===== src/rtl/strap_pkg.sv =====
// Shared types for the strap capture and clock mode controller.
package strap_pkg;

    // Operating state decoded from the latched frequency select code.
    typedef enum logic [1:0] {
        MODE_NORMAL = 2'b00,
        MODE_TEST   = 2'b01,
        MODE_OFF    = 2'b10
    } mode_e;

    // Strap register layout; bit 0 is the bus select, bits 3:1 are FS2:FS0.
    typedef struct packed {
        logic [2:0] fs;
        logic       bsel;
    } strap_t;

    localparam logic [2:0] FS_TEST = 3'b011;
    localparam logic [2:0] FS_OFF  = 3'b111;

endpackage


===== src/rtl/strap_latch.sv =====
// Strap register and run flag.
// While rst_n is low the register follows the pins on every edge, so it
// holds the level present in the final reset cycle. Once rst_n is high the
// register is frozen until the next reset. run_o rises on the first edge
// after release. Assumes rst_n is synchronous to clk.
module strap_latch
    import strap_pkg::*;
(
    input  logic       clk,
    input  logic       rst_n,
    input  logic [3:0] pins_i,
    output strap_t     cfg_o,
    output logic       run_o
);

    // Sample the pins during reset, hold afterwards.
    always_ff @(posedge clk) begin
        if (!rst_n) begin
            cfg_o <= strap_t'(pins_i);
        end
    end

    // Output-stage permission: low in reset, high from the first free edge.
    always_ff @(posedge clk) begin
        if (!rst_n) begin
            run_o <= 1'b0;
        end else begin
            run_o <= 1'b1;
        end
    end

endmodule


===== src/rtl/mode_decode.sv =====
// Combinational decode of the strap register into mode, CPU frequency
// index and bus synchronisation flag. The six normal codes are packed into
// indices 0..5 by skipping the test code 011. Assumes a stable input.
module mode_decode
    import strap_pkg::*;
(
    input  strap_t     cfg_i,
    output mode_e      mode_o,
    output logic [2:0] idx_o,
    output logic       sync_o
);

    // Classify the code and derive index and bus flag.
    always_comb begin
        mode_o = MODE_NORMAL;
        idx_o  = 3'd0;
        sync_o = 1'b0;
        if (cfg_i.fs == FS_OFF) begin
            mode_o = MODE_OFF;
        end else if (cfg_i.fs == FS_TEST) begin
            mode_o = MODE_TEST;
        end else begin
            idx_o  = (cfg_i.fs < FS_TEST) ? cfg_i.fs : (cfg_i.fs - 3'd1);
            sync_o = cfg_i.bsel;
        end
    end

endmodule


===== src/rtl/ref_div_even.sv =====
// Even integer divider of the reference clock with a registered output.
// Reset parks the counter on its last count, so the output rises on the
// first edge after release. Every instance shares that phase, which keeps
// dividers of related ratios aligned. Assumes DIV is even and at least 2.
module ref_div_even #(
    parameter int DIV = 2
) (
    input  logic clk,
    input  logic rst_n,
    output logic clk_o
);

    localparam int CW   = (DIV > 2) ? $clog2(DIV) : 1;
    localparam int HALF = DIV / 2;
    localparam logic [CW-1:0] LAST = CW'(DIV - 1);

    logic [CW-1:0] cnt;
    logic [CW-1:0] nxt;

    // Next count with wrap at DIV-1.
    always_comb begin
        nxt = (cnt == LAST) ? '0 : cnt + 1'b1;
    end

    // Count and register the high phase (first half of each period).
    always_ff @(posedge clk) begin
        if (!rst_n) begin
            cnt   <= LAST;
            clk_o <= 1'b0;
        end else begin
            cnt   <= nxt;
            clk_o <= (32'(nxt) < HALF);
        end
    end

endmodule


===== src/rtl/ref_div_three.sv =====
// Divide-by-3 of the reference clock with 50% duty cycle.
// A rising-edge flop is high for one cycle in three, and a falling-edge
// copy stretches it by half a cycle, so the OR of the two is high for 1.5
// cycles. The output rises on the first edge after release, in phase with
// the even dividers. Assumes rst_n is synchronous to the rising edge.
module ref_div_three (
    input  logic clk,
    input  logic rst_n,
    output logic clk_o
);

    logic [1:0] cnt;
    logic [1:0] nxt;
    logic       hi_pos;
    logic       hi_neg;

    // Next count, wrapping after 2.
    always_comb begin
        nxt = (cnt == 2'd2) ? 2'd0 : cnt + 2'd1;
    end

    // Rising-edge phase: high during count 0.
    always_ff @(posedge clk) begin
        if (!rst_n) begin
            cnt    <= 2'd2;
            hi_pos <= 1'b0;
        end else begin
            cnt    <= nxt;
            hi_pos <= (nxt == 2'd0);
        end
    end

    // Falling-edge copy that adds the extra half cycle.
    always_ff @(negedge clk) begin
        if (!rst_n) begin
            hi_neg <= 1'b0;
        end else begin
            hi_neg <= hi_pos;
        end
    end

    assign clk_o = hi_pos | hi_neg;

endmodule


===== src/rtl/strap_clock_ctrl.sv =====
// Top of the strap capture and clock mode controller.
// Captures the four strap levels during power-on reset, decodes them, and
// then enables the output groups. In test mode it drives every group from
// reference dividers; in normal mode it reports the selection and holds the
// synthesised clock ports low. The off code keeps every driver disabled.
// Assumes clk_ref is the reference and rst_n is synchronous to it.
module strap_clock_ctrl
    import strap_pkg::*;
#(
    parameter int N_CPU    = 12,
    parameter int N_BUS    = 6,
    parameter int FAST_DIV = 2,
    parameter int SLOW_DIV = 4
) (
    input  logic             clk_ref,
    input  logic             rst_n,
    input  logic [3:0]       strap_in,
    output logic [3:0]       strap_oe,
    output logic [N_CPU-1:0] cpu_clk,
    output logic             cpu_oe,
    output logic [N_BUS-1:0] bus_clk,
    output logic             bus_oe,
    output logic             usb_clk,
    output logic             fd_clk,
    output logic             fix_oe,
    output logic             ref_clk,
    output logic             ref_oe,
    output logic [1:0]       mode_o,
    output logic [2:0]       cpu_idx,
    output logic             bus_sync
);

    strap_t     cfg;
    logic       run;
    mode_e      mode;
    logic [2:0] idx;
    logic       sync;
    logic       div_fast;
    logic       div_slow;
    logic       div_three;
    logic       drive_on;
    logic       test_on;
    logic       bus_src;

    strap_latch u_latch (
        .clk    (clk_ref),
        .rst_n  (rst_n),
        .pins_i (strap_in),
        .cfg_o  (cfg),
        .run_o  (run)
    );

    mode_decode u_dec (
        .cfg_i  (cfg),
        .mode_o (mode),
        .idx_o  (idx),
        .sync_o (sync)
    );

    ref_div_even #(.DIV(FAST_DIV)) u_div_fast (
        .clk   (clk_ref),
        .rst_n (rst_n),
        .clk_o (div_fast)
    );

    ref_div_even #(.DIV(SLOW_DIV)) u_div_slow (
        .clk   (clk_ref),
        .rst_n (rst_n),
        .clk_o (div_slow)
    );

    ref_div_three u_div_three (
        .clk   (clk_ref),
        .rst_n (rst_n),
        .clk_o (div_three)
    );

    // Driver permission and test-mode gate.
    always_comb begin
        drive_on = run && (mode != MODE_OFF);
        test_on  = run && (mode == MODE_TEST);
        bus_src  = cfg.bsel ? div_slow : div_three;
    end

    // Fan the divided clocks out to each CPU and bus output.
    for (genvar gi = 0; gi < N_CPU; gi++) begin : g_cpu
        assign cpu_clk[gi] = test_on & div_fast;
    end
    for (genvar gj = 0; gj < N_BUS; gj++) begin : g_bus
        assign bus_clk[gj] = test_on & bus_src;
    end

    assign usb_clk  = test_on & div_fast;
    assign fd_clk   = test_on & div_slow;
    assign ref_clk  = drive_on & clk_ref;

    assign cpu_oe   = drive_on;
    assign bus_oe   = drive_on;
    assign fix_oe   = drive_on;
    assign ref_oe   = drive_on;
    assign strap_oe = {4{drive_on}};

    assign mode_o   = mode;
    assign cpu_idx  = idx;
    assign bus_sync = sync;

endmodule


===== config.mk =====
export PLATFORM = sky130hd
export DESIGN_NAME = strap_clock_ctrl
export DESIGN_NICKNAME = d
export VERILOG_FILES = /design/src/rtl/strap_pkg.sv /design/src/rtl/strap_latch.sv /design/src/rtl/mode_decode.sv /design/src/rtl/ref_div_even.sv /design/src/rtl/ref_div_three.sv /design/src/rtl/strap_clock_ctrl.sv
export SDC_FILE = /design/constraint.sdc
export NUM_CORES = 1
export LEC_CHECK = 0
export BUFFER_PORTS_ARGS = -buffer_cell sky130_fd_sc_hd__buf_2
export CELL_PAD_IN_SITES_DETAIL_PLACEMENT = 0
export CELL_PAD_IN_SITES_GLOBAL_PLACEMENT = 1
export CORE_UTILIZATION = 27
export CTS_CLUSTER_DIAMETER = 80
export DETAILED_ROUTE_END_ITERATION = 7
export HOLD_SLACK_MARGIN = 0.1
export MAX_ROUTING_LAYER = met4
export PLACE_DENSITY_LB_ADDON = 0.1
export SLEW_MARGIN = 20
export SYNTH_ARGS = -nofsm -noshare
export SYNTH_HDL_FRONTEND = slang
export SYNTH_SLANG_ARGS = --single-unit

===== constraint.sdc =====
create_clock -name clk_ref -period 1.6 [get_ports clk_ref]
set_clock_uncertainty 0.05 [all_clocks]
set_input_delay 0.08 -clock clk_ref [delete_from_list [all_inputs] [get_ports clk_ref]]
set_output_delay 0.08 -clock clk_ref [all_outputs]
set_load 0.005 [all_outputs]

==> results.yml <==
outcome:
  status: "complete, but fails checks"
  violations: "negative setup slack"
timing:
  fin_tns_setup_ps: -5600
  rsz0062_at_grt: "true"
  setup_viol_count_final: 34
  slew_viol_final: 0
  slew_headroom: 0.883
  hold_viol: 0
  worst_slack_ps: -566
  tightest_slew_ps: 175
yosys:
  ys_ff_latch: 14
  synth_compound_area_frac: 0.0481
  muxShareOfSynthArea: 0
  synthDistinctLibCells: 19
  synthAdderAreaFrac: 0.0515
  synth_top_family_by_area: "buffers and inverters"
  seq_area_frac_synth: 0.440
  synth_xor_area_frac: 0
  syn_area_um2: 728
  netlist_instances: 74
  synth_area_per_cell_um2: 9.84
  synthFlopType: "dfxtp_1"
  synthSimpleGateAreaFrac: 0.177
  synth_edf_count: 4
  ys_async_sr_fraction: 0
  syn-num-nets: 83
  yosysWarnings: 0
routing:
  drt_iter0_drc: 3
  num_vias: 587
  drc_errors: 0
  wl_per_cell_um: 9.73
  vias_per_cell: 4.10
  drt_wl_total_um: 1390
  ant_nets: 0
  firstDrtPassIters: 3
critical_path:
  crit_path_top_delay_cell: "and4b_2"
  crit_chain: "nor3_2 -> and4b_2 -> buf_2"
  reg2regPathDepth: 1
  crit_type: "flip-flop to primary output"
  crit_fanout: 6
  crit_path_end_kind: "primary output"
  critPathArrivalTime_ps: 2040
  slowest_delay_ps: 330
  cp_data_required_time_ps: 1470
  start_kind: "flip-flop"
die:
  die_area_um2: 2910
  die_w_um: 53.9
  core-area_um2: 2520
  start_util: 0.289
  ios: 41
  die_y_um: 53.9
  rows: 18
global_route:
  overflow: 0
  grt_pass1_vias: 534
  grt_max_degree: 9
  grtUsageTotal: 0.119
  grt_pass1_wl_um: 2200
  grt_antenna_before_repair: 0
layout:
  drive_gt1_frac: 0.637
  antenna_cells: 0
  final_nets: 123
  final_cells: 143
  syn2layout_area_growth_pct: 59.4
power:
  p_total_uw: 935
  power_leakage_nw: 0.570
  p_per_area_nw_per_um2: 806
  ir_worst_vdd_uv: 604
placement:
  gp_congestion: 0.695
  numPortBuffers: 40
  dpl.hpwl_um: 901
  dp_cells: 125
worst_hold_path:
  min_path_type: "primary input to flip-flop"
  holdPathStages: 2
clock_network:
  clock_latency_ps: 370
  cts_tree: "done"
  clk_pin_slew_ps: 80
flow_run:
  cap_violations: 0
==> worst max-delay path: cells and delay by family, from the launching register on <==
| family | cells | cell delay, ps |
|---|---|---|
| flops | 1 | 310 |
| buf+inv | 1 | 130 |
| simple gates | 2 | 360 |
==> metrics by stage <==
step                worst slack [ps]  instance area (µm²)  utilization  hold slack, ps
floorplan                       -134                  748            -            57.7
global placement                -110                  825        0.327             210
detailed placement              -126                  825        0.327             213
CTS                             -592                 1130        0.447             348
global route                    -672                 1160        0.460             358
finish                          -566                 1160        0.460             364
==> cells by family after synthesis <==
kind of cell             Yosys count
buffers and inverters             31
AND/OR/NAND/NOR                   20
flip-flops                        14
AO/OA/AOI/OAI                      6
adder cells (fa/ha/maj)            3
==> cells in the mapped netlist, types with 2 or more instances <==
cell	number	area [µm²]
buf_4	24	180
dfxtp_1	10	200
o21ai_0	2	10.0
inv_1	7	26.3
nor3_1	3	15.0
ha_1	3	37.5
and3_1	2	12.5
nand2b_1	4	25.0
and2_1	5	31.3
edfxtp_1	4	120
a21oi_1	2	10.0
==> power breakdown <==
part | internal [mW] | total, mW | switching [mW] | leakage [nW]
clock | 0.191 | 0.330 | 0.139 | 0.0448
sequential | 0.396 | 0.414 | 0.0182 | 0.123
combinational | 0.117 | 0.192 | 0.0744 | 0.402
==> worst paths after layout <==
path / endpoint / startpoint / slack (ps)
setup / recovery: bus_clk[1] / u_div_three.hi_neg$_SDFF_NN0_ / -570
hold / removal: u_latch.cfg_o[3]$_DFFE_PN_ / strap_in[3] / 360
setup reg to reg: u_div_three.hi_neg$_SDFF_NN0_ / u_div_three.hi_pos$_SDFF_PN0_ / 250
hold reg to reg: u_div_three.cnt[0]$_SDFF_PN0_ / u_div_three.cnt[0]$_SDFF_PN0_ / 380
==> layer usage <==
layer / vias up / part of all wire / global-route usage
li1: 298 / - / -
met1: 261 / 0.43 / 0.116
met2: 26 / 0.50 / 0.177
met3: 2 / 0.066 / 0.0537
met4: 0 / 0.012 / 0.105
met5: - / 0 / -
==> layout make-up <==
class,count,area [µm²]
Clock buffer,7,50.0
Clock inverter,2,7.51
Fill cell,253,1360
Inverter,6,27.5
Multi-Input combinational cell,30,270
Sequential cell,14,322
Tap cell,30,37.5
Timing Repair Buffer,54,447
==> state kept, by name (all words and copies together) (netlist names) <==
name and cells:
u_latch.cfg_o 4, u_div_slow.cnt 2, u_div_three.cnt 2, u_div_fast.clk_o 1
u_div_fast.cnt 1, u_div_slow.clk_o 1, u_div_three.hi_neg 1, u_div_three.hi_pos 1
u_latch.run_o 1
==> placed cells by master (no fill, tap or decap), drive strengths merged, types with 2 or more instances in the layout <==
| master | count |
|---|---|
| edfxtp | 4 |
| inv | 8 |
| clkbuf | 6 |
| and3 | 3 |
| dlygate4sd3 | 5 |
| a21oi | 2 |
| nor3 | 3 |
| nand2b | 4 |
| ha | 3 |
| and2 | 5 |
| buf | 50 |
| dfxtp | 10 |
| o21ai | 2 |
==> what timing repair did <==
action                                  in CTS  in global routing
endpoints found under the setup margin      33                 35
gates resized for setup                     34                  8
pin swaps                                    7                  2
setup buffers                                5                  0
hold buffers                                 5                  0
gates cloned                                 1                  0
hold endpoints to repair                    13                  0
Power figures use the tool's default switching activity.
